<file path="src/rtl/sit_pkg.sv">
package sit_pkg;
    typedef enum logic [1:0] {
        UNIT_10MS  = 2'd0,
        UNIT_1MS   = 2'd1,
        UNIT_100US = 2'd2,
        UNIT_RSVD  = 2'd3
    } unit_e;

    localparam int unsigned TICKS_10MS  = 100;
    localparam int unsigned TICKS_1MS   = 10;
    localparam int unsigned TICKS_100US = 1;
    localparam int unsigned MIN_TICKS   = 5;
endpackage

</file>
<file path="src/rtl/sit_period_calc.sv">
module sit_period_calc
    import sit_pkg::*;
#(
    parameter int SV_W = 16,
    parameter int PW   = SV_W + 7
) (
    input  logic [1:0]      unit_sel,
    input  logic [SV_W-1:0] set_value,
    output logic [PW-1:0]   period,
    output logic            valid
);
    logic [PW-1:0] mult;

    always_comb begin
        unique case (unit_e'(unit_sel))
            UNIT_10MS:  mult = PW'(TICKS_10MS);
            UNIT_1MS:   mult = PW'(TICKS_1MS);
            UNIT_100US: mult = PW'(TICKS_100US);
            default:    mult = '0;
        endcase
        period = PW'(set_value) * mult;
        // zero product or product under the floor is unusable
        valid  = (mult != '0) && (period >= PW'(MIN_TICKS));
    end
endmodule

</file>
<file path="src/rtl/sit_phase_counter.sv">
module sit_phase_counter #(
    parameter int PW = 23
) (
    input  logic          clk,
    input  logic          rst_n,
    input  logic          restart,
    input  logic          cfg_valid,
    input  logic [PW-1:0] period_in,
    input  logic          tick,
    output logic          expire,
    output logic          cfg_err
);
    typedef struct packed {
        logic          en;
        logic          err;
        logic [PW-1:0] period;
        logic [PW-1:0] cnt;
    } phase_t;

    phase_t ph_d, ph_q;
    logic   at_end;

    always_comb begin
        ph_d   = ph_q;
        at_end = (ph_q.cnt == ph_q.period - 1'b1);
        expire = 1'b0;
        if (restart) begin
            ph_d.en     = cfg_valid;
            ph_d.err    = ~cfg_valid;
            ph_d.period = period_in;
            ph_d.cnt    = '0;
        end else if (ph_q.en && tick) begin
            expire   = at_end;
            ph_d.cnt = at_end ? '0 : ph_q.cnt + 1'b1;
        end
    end

    always_ff @(posedge clk or negedge rst_n) begin
        if (!rst_n) ph_q <= '0;
        else        ph_q <= ph_d;
    end

    assign cfg_err = ph_q.err;

    a_r2_phase_in_period: assert property (@(posedge clk) disable iff (!rst_n)
        ph_q.en |-> (ph_q.cnt < ph_q.period));

    a_r9_frozen_without_tick: assert property (@(posedge clk) disable iff (!rst_n)
        (!tick && !restart) |=> $stable(ph_q.cnt));

    a_r6_error_stops_timer: assert property (@(posedge clk) disable iff (!rst_n)
        ph_q.err |-> !ph_q.en);
endmodule

</file>
<file path="src/rtl/sit_req_ctrl.sv">
module sit_req_ctrl (
    input  logic clk,
    input  logic rst_n,
    input  logic restart,
    input  logic expire,
    input  logic ack,
    output logic req,
    output logic overrun
);
    typedef struct packed {
        logic req;
        logic ovr;
    } rq_t;

    rq_t rq_d, rq_q;

    always_comb begin
        rq_d = rq_q;
        if (restart) begin
            rq_d = '0;
        end else if (expire) begin
            rq_d.req = 1'b1;
            if (rq_q.req && !ack) rq_d.ovr = 1'b1;
        end else if (ack) begin
            rq_d.req = 1'b0;
        end
    end

    always_ff @(posedge clk or negedge rst_n) begin
        if (!rst_n) rq_q <= '0;
        else        rq_q <= rq_d;
    end

    assign req     = rq_q.req;
    assign overrun = rq_q.ovr;

    a_r4_hold_until_ack: assert property (@(posedge clk) disable iff (!rst_n)
        (req && !ack && !restart) |=> req);

    a_r4_ack_clears: assert property (@(posedge clk) disable iff (!rst_n)
        (req && ack && !expire && !restart) |=> !req);

    a_r5_overrun_sticky: assert property (@(posedge clk) disable iff (!rst_n)
        (overrun && !restart) |=> overrun);

    a_r7_restart_clears: assert property (@(posedge clk) disable iff (!rst_n)
        restart |=> (!req && !overrun));
endmodule

</file>
<file path="src/rtl/sched_irq_timer.sv">
module sched_irq_timer #(
    parameter int SV_W    = 16,
    parameter int TASK_W  = 8,
    parameter int TASK_ID = 2
) (
    input  logic              clk,
    input  logic              rst_n,
    input  logic              base_tick,
    input  logic              restart,
    input  logic [1:0]        unit_sel,
    input  logic [SV_W-1:0]   set_value,
    input  logic              irq_ack,
    output logic              irq_req,
    output logic              overrun,
    output logic              cfg_err,
    output logic [TASK_W-1:0] irq_task
);
    localparam int PW = SV_W + 7;

    logic [PW-1:0] period;
    logic          cfg_valid;
    logic          expire;

    sit_period_calc #(.SV_W(SV_W), .PW(PW)) u_calc (
        .unit_sel  (unit_sel),
        .set_value (set_value),
        .period    (period),
        .valid     (cfg_valid)
    );

    sit_phase_counter #(.PW(PW)) u_phase (
        .clk       (clk),
        .rst_n     (rst_n),
        .restart   (restart),
        .cfg_valid (cfg_valid),
        .period_in (period),
        .tick      (base_tick),
        .expire    (expire),
        .cfg_err   (cfg_err)
    );

    sit_req_ctrl u_req (
        .clk     (clk),
        .rst_n   (rst_n),
        .restart (restart),
        .expire  (expire),
        .ack     (irq_ack),
        .req     (irq_req),
        .overrun (overrun)
    );

    assign irq_task = TASK_W'(TASK_ID);

    a_r6_no_request_on_error: assert property (@(posedge clk) disable iff (!rst_n)
        cfg_err |-> (!irq_req && !expire));
endmodule

</file>
<file path="config.mk">
export PLATFORM = sky130hd
export DESIGN_NAME = sched_irq_timer
export DESIGN_NICKNAME = d
export VERILOG_FILES = /design/src/rtl/sit_pkg.sv /design/src/rtl/sit_period_calc.sv /design/src/rtl/sit_phase_counter.sv /design/src/rtl/sit_req_ctrl.sv /design/src/rtl/sched_irq_timer.sv
export SDC_FILE = /design/constraint.sdc
export NUM_CORES = 1
export LEC_CHECK = 0
export ABC_AREA = 1
export BUFFER_PORTS_ARGS = -buffer_cell sky130_fd_sc_hd__buf_2
export CORE_AREA = 2 2 104 181
export CTS_CLUSTER_DIAMETER = 150
export DETAILED_ROUTE_END_ITERATION = 7
export DIE_AREA = 0 0 106 183
export GPL_ROUTABILITY_DRIVEN = 1
export GPL_TIMING_DRIVEN = 0
export SKIP_LAST_GASP = 1
export SLEW_MARGIN = 40
export SYNTH_ARGS = -nofsm -noshare
export SYNTH_HDL_FRONTEND = slang
export SYNTH_SLANG_ARGS = --single-unit
export TNS_END_PERCENT = 1
</file>
<file path="constraint.sdc">
create_clock -name clk -period 3.7 [get_ports clk]
set_input_delay 0.74 -clock clk [delete_from_list [all_inputs] [get_ports clk]]
set_output_delay 0.74 -clock clk [all_outputs]
set_load 0.01 [all_outputs]
</file>
# --- After elaboration in Yosys (flattened, before gate mapping) ---
# Index checks and enable logic that the tools add are counted.
word_totals:
  regBits: 50
  output_inout_bits: 11
  word_cells: 36
  in_bits: 23
classes:
  mux: 11
  n_eq_ne: 3
  order_cmp: 1
  addsub: 2
  mul: 1
  n_bitwise: 1
  reduce_logical: 11
ops:
  columns: ["cell", "count"]
  rows:
  - ["$mux W23", 3]
  - ["$add A23 B1 Y23 const B", 1]
  - ["$eq A23 B23 Y1", 1]
  - ["$ge A23 B3 Y1 const B", 1]
  - ["$mul A16 B7 Y23", 1]
  - ["$reduce_bool A23 Y1", 1]
  - ["$sub A23 B1 Y23 const B", 1]
  - ["$pmux W7 S3", 1]
  - ["$mux W1", 6]
  - ["$reduce_bool A2 Y1", 3]
  - ["$logic_and A1 B1 Y1", 3]
  - ["$reduce_bool A3 Y1", 1]
  - ["$eq A2 B1 Y1 const B", 1]
  - ["$eq A2 B2 Y1 const B", 1]
  - ["$logic_not A2 Y1", 1]
  - ["$mux W2", 1]
  - ["$reduce_and A2 Y1", 1]
  - ["$logic_not A1 Y1", 1]
  - ["$not A1 Y1", 1]

# --- Longest topological paths before layout ---
# Gate-level depths: netlist of run 1.
depth:
  depth_word: 6
  depth_mapped: 30
  ltp_nobuf: 29

# --- By module ---
# Synthesis of run 1 repeated with hierarchy kept, for this count alone.
hier_totals:
  cells_unflattened: 1139
  hier_area_um2: 7462.2
by_module_without_submodules:
  columns: ["module", "seq_area_each_um2", "instances", "area_per_inst_um2", "cells_per_inst"]
  rows:
  - ["sit_phase_counter", 1201.2, 1, 3698.5, 550]
  - ["sit_period_calc", 0.0, 1, 3599.7, 566]
  - ["sit_req_ctrl", 50.0, 1, 96.3, 13]
  - ["sched_irq_timer", 0.0, 1, 67.6, 10]

# --- Least setup slack after synthesis of run 1 ---
# No wires, ideal clock.
synth_path:
  path_kind: "input-to-reg"
  start: "input unit_sel[0]"
  end: "register u_phase.ph_q[47] in the netlist's numbering"
  path_buffers: 1
  required_time_ns: 3.583
  setup_ns: 0.117
  stages: 25
  t_arrival_ns: 5.302
  slack_ns: -1.719
  path_cell_list: "nor2_1 clkinv_1 clkbuf_1 nor2_1 inv_1 fa_1 inv_1 fa_1 fa_1 inv_1 fa_1 inv_1 ha_1 nand2_1 inv_1 a21oi_1 nand3_1 nand2_1 nand4_1 nand2_1 nand2_1 nor2_1 nand3_1 nand2_1 nand2_1"
synth_via:
  elab_chain_cells: 5
  elab_cells_between_ends: 8
  cone_classes: "mul (1); order compare (1); eq/ne (2); mux (1); reduce/logical (3)"
synth_lines:
  columns: ["item", "line_no", "text"]
  rows:
  - ["start, declared", "sched_irq_timer.sv:10", "input logic [1:0] unit_sel,"]
  - ["$eq A2 B2 Y1, or another cell as far along", "sit_period_calc.sv:15", "unique case (unit_e'(unit_sel))"]
  - ["$pmux W7 S3 (*)", "sit_period_calc.sv:15", null]
  - ["$mul A16 B7 Y23", "sit_period_calc.sv:21", "period = PW'(set_value) * mult;"]
  - ["$ge A23 B3 Y1", "sit_period_calc.sv:23", "valid = (mult != '0) && (period >= PW'(MIN_TICKS));"]
  - ["$logic_and A1 B1 Y1 (*)", "sit_period_calc.sv:23", null]
  - ["end signal, assigned", "sit_phase_counter.sv:40", "else ph_q <= ph_d;"]
  - ["end, declared", "sit_phase_counter.sv:20", "phase_t ph_d, ph_q;"]
# Mark *: on every way between the ends. The rest lies on a longest branch, timed or not.
# A chain may end at the register's enable or synchronous reset.

# --- Final worst setup path of run 1 ---
# Ends and elaborated chain as after synthesis.

==> results of run 1 <==
## final cells by class
class                   count  area (um2)  share of cell area [%]
plain buffers              23       195.2                   2.297
clock buffers               6       138.9                   1.634
clock inverters             2       12.51                  0.1472
inverters                 199       752.0                   8.849
multi-input cells         730        5512                   64.86
flip-flops and latches     50        1251                   14.72
well taps                 234       292.8                   3.445
repair buffers             50       344.1                   4.049
## metrics by stage
stage / cells / instance area [um2] / util (%)
global placement: 1261 / 7786 / 43.32
global route: 1294 / 8498 / 47.28
detailed placement: 1261 / 7789 / 43.33
floorplan: 1002 / 7368 / -
finish: 1294 / 8498 / 47.28
CTS: 1288 / 8292 / 46.13
## metal layers
metal / wire (um) / vias to the layer above / part of all wire, % / global-route usage [%]
met5: 0 / - / 0 / 0
met4: 836 / 0 / 4.7 / 9.105
met3: 204 / 50 / 1.2 / 0.9950
met2: 10440 / 88 / 59 / 40.00
met1: 6177 / 2918 / 35 / 17.79
li1: - / 3185 / - / -
## cells in the mapped netlist (9+ instances only)
cell type	n	area, um2
nand2_1	247	927.1
inv_1	192	720.7
nor2_1	120	450.4
ha_1	55	688.2
nand3_1	53	265.3
dfrtp_1	50	1251
fa_1	50	1001
o21ai_0	35	175.2
xor2_1	34	297.8
a21oi_1	21	105.1
o22ai_2	16	200.2
nand4_1	13	81.33
xnor2_1	13	113.9
clkbuf_1	10	37.54
nor3_1	10	50.05
nor2_2	9	56.30
## kinds of logic after synthesis
logic type                 Yosys count  synth area share (%)
and+or+nand+nor                    481                 30.06
DFF                                 50                 17.83
muxes                                1                0.3209
xor gates and xnor gates            49                 6.420
AOI/OAI and AO/OA                   86                 8.363
buffers and inverters              222                 12.82
other                                2                0.1070
adders and majority gates          105                 24.07
## state kept, by name, summed over array words and instances (netlist names)
signal and cells:
u_req.overrun 1, u_req.req 1, u_phase.ph_q 47, u_phase.cfg_err 1
## how the worst max path moves through the flow
stage / startpoint / endpoint / slack [ns] / cells past startpoint
finish: unit_sel[0] / u_phase.ph_q[47]$_DFFE_PN0P_ / -1.32 / 28
global route: unit_sel[0] / u_phase.ph_q[47]$_DFFE_PN0P_ / -1.52 / 28
CTS: unit_sel[1] / u_phase.ph_q[47]$_DFFE_PN0P_ / -1.31 / 29
detailed placement: unit_sel[0] / u_phase.ph_q[47]$_DFFE_PN0P_ / -2.01 / 29
global placement: unit_sel[0] / u_phase.ph_q[47]$_DFFE_PN0P_ / -1.96 / 29
floorplan: unit_sel[1] / u_phase.ph_q[47]$_DFFE_PN0P_ / -1.05 / 27
## worst register-to-register path, stage by stage, from the launching register on
cell	delay (ns)
dfrtp_1	0.43
inv_2	0.11
ha_1	0.26
nand3_4	0.14
nor2_2	0.18
nand2_1	0.12
o21ai_0	0.16
nand2_1	0.07
nor2_1	0.10
nand2_1	0.12
nor2_4	0.15
nand2_2	0.09
nand2_4	0.13
buf_12	0.16
mux2i_4	0.07
## report_power, final
group,switching [W],internal (W),leakage (nW)
clock,0.000207,0.000268,0.0729
sequential,0.0000966,0.000618,0.656
combinational,0.000989,0.000660,3.51
## timing repair
item,CTS,global route
endpoints found under the setup margin,20,20
pin swaps,34,35
gates resized for setup,52,45
setup buffers,19,6
==> flow_metrics.env, run 1 <==
export IMPL_outcome="finished with violations"
export IMPL_violations="setup timing"
export IMPL_ys_seq_area_share_pct=17.83
export IMPL_start_util_pct=39.04
export IMPL_viasPerCell=4.823
export IMPL_r2r_slack_ns=1.26
export IMPL_synth_cells=996
export IMPL_dp_hpwl_um=15010
export IMPL_async_flop_share_pct=100.0
export IMPL_wl_per_cell_um=13.64
export IMPL_root_buffer="clkbuf_16"
export IMPL_synth_ff_type="dfrtp_1"
export IMPL_antenna_found_initial=0
export IMPL_synth_cell_types=43
export IMPL_rsz0062_at_grt="yes"
export IMPL_period_needed_ns=5.020
export IMPL_cts_made_buffers=5
export IMPL_critical_path_buf_inv_count=8
export IMPL_cp_max_fo=8
export IMPL_clk_path_buf_depth=2
export IMPL_core_mm2=0.01797
export IMPL_maxSlewViolCount=0
export IMPL_arrival_ns=5.21
export IMPL_final_setup_worst_slack_ns=-1.320
export IMPL_crit_type="in -> reg"
export IMPL_gp_congestion=0.8841
export IMPL_cp_slowest_stage_delay_ns=0.52
export IMPL_cp_start_kind="input pin"
export IMPL_crit_reg2reg_launch="u_phase.ph_q[23]$_DFFE_PN0P_"
export IMPL_clk_pin_slew_worst_paths_ns=0.07
export IMPL_rows=65
export IMPL_routed_wirelength_um=17650
export IMPL_pin_count=34
export IMPL_clock_latency_ns=0.29
export IMPL_grt_usage_pct=18.95
export IMPL_layout_commonest_cell="nand2_1"
export IMPL_portBuffers=25
export IMPL_grt_pass1_vias=6370
export IMPL_cp_end_kind="register"
export IMPL_timing_hold_ws_ns=0.4822
export IMPL_cp_required_ns=3.89
export IMPL_powerDensity_mw_per_mm2=334.0
export IMPL_die_width_um=106
export IMPL_gr_total_overflow=0
export IMPL_totalPowerFinal_w=0.002838
export IMPL_die_height_um=183
export IMPL_yosysWarningCount=0
export IMPL_p_leak_nw=4.242
export IMPL_drt_iter0_markers=223
export IMPL_fin_nets=1187
export IMPL_htree_num_levels=2
export IMPL_cts_sinks=50
export IMPL_ant_nets=0
export IMPL_drive_above_1_share_pct=23.68
export IMPL_max_freq_mhz=199.2
export IMPL_rr_endpoint="u_phase.ph_q[0]$_DFFE_PN0P_"
export IMPL_grt_start_max_net_pins=51
export IMPL_post_route_period_util_pct=135.7
export IMPL_maxCapViolCount=0
export IMPL_grt_pass1_wl_um=29390
export IMPL_mostFrequentLayoutCells="nand2_1 (212), inv_1 (178), nor2_1 (86)"
export IMPL_dieArea_mm2=0.01940
export IMPL_cts_tree="done"
export IMPL_syn_to_final_growth_pct=21.11
export IMPL_vias=6241
export IMPL_synth_edf_count=0
export IMPL_timing_setup_tns_ns=-15.61
export IMPL_num_antenna_cells=0
export IMPL_ys_ff_latch=50
export IMPL_fin_skew_ns=0.006218
export IMPL_cpMaxStageDelayCell="fa_1"
export IMPL_holdBufCountCts=0
export IMPL_syn_area_mm2=0.007017
export IMPL_peakVddDrop_mv=0.2349
export IMPL_firstDrtPassIters=4
export IMPL_hp_class="in -> async"
export IMPL_synth_avg_cell_area_um2=7.045
export IMPL_setup_viol=20
export IMPL_worst_pin_slew_ns=0.8135
export IMPL_place_ws_ns=-2.008
export IMPL_rr_worst_depth=14
export IMPL_path_delay_family="adder cells"
export IMPL_drc_errors=0
export IMPL_hold_viol=0
export IMPL_n_fill_cell=1825
export IMPL_slew_limit_headroom_pct=45.77
(Power assumes the default switching activity.)
==> run 2: changes to the inputs <==
Settings changed: CELL_PAD_IN_SITES_DETAIL_PLACEMENT from default to 1, CELL_PAD_IN_SITES_GLOBAL_PLACEMENT from default to 2, PLACE_DENSITY_LB_ADDON from default to 0.1.
==> flow_metrics.env, run 2 (same netlist as run 1, synthesis figures left out) <==
export IMPL_outcome="finished with violations"
export IMPL_violations="setup timing"
export IMPL_drt_iter0_markers=139
export IMPL_cts_tree="done"
export IMPL_rr_endpoint="u_phase.ph_q[0]$_DFFE_PN0P_"
export IMPL_maxSlewViolCount=0
export IMPL_fin_nets=1189
export IMPL_grt_usage_pct=22.59
export IMPL_rr_worst_depth=14
export IMPL_final_setup_worst_slack_ns=-1.347
export IMPL_slew_limit_headroom_pct=48.01
export IMPL_clock_latency_ns=0.30
export IMPL_period_needed_ns=5.047
export IMPL_grt_start_max_net_pins=51
export IMPL_p_leak_nw=4.277
export IMPL_r2r_slack_ns=1.18
export IMPL_arrival_ns=5.24
export IMPL_drc_errors=0
export IMPL_regArea_mm2=0.001251
export IMPL_core_mm2=0.01797
export IMPL_holdBufCountCts=0
export IMPL_cp_required_ns=3.89
export IMPL_num_antenna_cells=0
export IMPL_hp_class="in -> async"
export IMPL_pin_count=34
export IMPL_finalNonFillerCells=1296
export IMPL_vias=6323
export IMPL_drive_above_1_share_pct=24.95
export IMPL_die_width_um=106
export IMPL_setup_viol=20
export IMPL_clk_path_buf_depth=2
export IMPL_cp_max_fo=7
export IMPL_powerDensity_mw_per_mm2=352.4
export IMPL_cts_made_buffers=5
export IMPL_mostFrequentLayoutCells="nand2_1 (212), inv_1 (175), nor2_1 (84)"
export IMPL_cts_sinks=50
export IMPL_rows=65
export IMPL_antenna_found_initial=0
export IMPL_root_buffer="clkbuf_16"
export IMPL_worst_pin_slew_ns=0.7770
export IMPL_rsz0062_at_grt="yes"
export IMPL_start_util_pct=39.04
export IMPL_wl_per_cell_um=15.83
export IMPL_maxCapViolCount=0
export IMPL_timing_hold_ws_ns=0.4595
export IMPL_top_register="u_phase.ph_q"
export IMPL_multi_input_area_mm2=0.005522
export IMPL_cp_start_kind="input pin"
export IMPL_grt_pass1_wl_um=34060
export IMPL_viasPerCell=4.879
export IMPL_dp_cells=1261
export IMPL_dieArea_mm2=0.01940
export IMPL_grt_pass1_vias=7058
export IMPL_firstDrtPassIters=4
export IMPL_syn_to_final_growth_pct=22.02
export IMPL_die_height_um=183
export IMPL_cp_end_kind="register"
export IMPL_crit_type="in -> reg"
export IMPL_dp_hpwl_um=17510
export IMPL_hold_viol=0
export IMPL_htree_num_levels=2
export IMPL_largest_reg_flops=47
export IMPL_peakVddDrop_mv=0.2431
export IMPL_ant_nets=0
export IMPL_crit_reg2reg_launch="u_phase.ph_q[23]$_DFFE_PN0P_"
export IMPL_clk_pin_slew_worst_paths_ns=0.07
export IMPL_gp_congestion=0.8078
export IMPL_gr_total_overflow=0
export IMPL_portBuffers=25
export IMPL_post_route_period_util_pct=136.4
export IMPL_fin_skew_ns=0.006496
export IMPL_routed_wirelength_um=20520
export IMPL_n_fill_cell=2301
export IMPL_timing_setup_tns_ns=-16.12
export IMPL_max_freq_mhz=198.1
export IMPL_layout_commonest_cell="nand2_1"
-- run 2: cell types whose count changed in the layout (fill, tap and decap cells not counted), sizes merged --
cell / delta
clkbuf: +1
clkinv: -1
clkinvlp: -1
bufinv: +2
buf: +1
-- run 2: final cells by class --
type | instances | share of cell area (%)
Inverter | 199 | 8.783
Sequential cell | 50 | 14.61
Clock inverter | 2 | 0.7014
Tap cell | 234 | 3.420
Buffer | 23 | 2.294
Multi-Input combinational cell | 730 | 64.49
Clock buffer | 6 | 1.622
Timing Repair Buffer | 52 | 4.077
-- run 2: per-layer routing --
metal / track usage (%) / part of all wire, % / up-vias
met5: 0 / 0 / -
met4: 9.579 / 4.1 / 0
met3: 1.173 / 0.82 / 37
met2: 49.91 / 62 / 59
met1: 19.84 / 33 / 3049
li1: - / - / 3178
-- run 2: repair_timing --
| item | 4_1_cts | 5_1_grt |
|---|---|---|
| hold endpoints to repair | 0 | 0 |
| pin swaps | 31 | 29 |
| gates resized for setup | 56 | 46 |
| gates cloned | 1 | 0 |
| setup endpoints to repair | 20 | 21 |
| setup buffers | 22 | 4 |
-- run 2: worst max-delay path: stages --
cell and delay (ns):
buf_6 0.10, inv_2 0.04, nor2_4 0.20, inv_2 0.07
clkbuf_16 0.18, nor2_4 0.12, buf_4 0.12, fa_1 0.43
fa_1 0.48, fa_1 0.55, inv_1 0.05, fa_1 0.52
inv_1 0.06, ha_4 0.31, nand2_2 0.09, nor2_2 0.12
nand3_2 0.13, nand3_4 0.12, nand3b_1 0.10, nand3_1 0.13
nand3_2 0.12, nor2_2 0.13, nand3_2 0.15, nand2_1 0.10
nand2_1 0.05
-- run 2: stage by stage --
stage,power (W),worst slack [ns],area [um2],util [%]
2_1_floorplan,0.001867,-1.045,7368,-
3_3_place_gp,0.002201,-2.104,7786,43.32
3_5_place_dp,0.002229,-2.155,7790,43.34
4_1_cts,0.002982,-1.362,8383,46.64
5_1_grt,0.003289,-1.581,8562,47.64
6_report,0.003017,-1.347,8562,47.64
-- run 2: worst max-delay path by stage --
stage                            from                            to  slack (ns)
after floorplan           unit_sel[1]  u_phase.ph_q[47]$_DFFE_PN0P_       -1.05
after global placement    unit_sel[1]  u_phase.ph_q[47]$_DFFE_PN0P_       -2.10
after detailed placement  unit_sel[1]  u_phase.ph_q[47]$_DFFE_PN0P_       -2.16
after CTS                 unit_sel[0]  u_phase.ph_q[47]$_DFFE_PN0P_       -1.36
after global routing      unit_sel[0]  u_phase.ph_q[47]$_DFFE_PN0P_       -1.58
final                     unit_sel[0]  u_phase.ph_q[47]$_DFFE_PN0P_       -1.35
-- run 2: where the power goes --
group	total [W]	internal, W	switching [W]
Combinational	0.00167	0.000655	0.00102
Clock	0.000627	0.000406	0.000220
Sequential	0.000717	0.000618	0.0000989
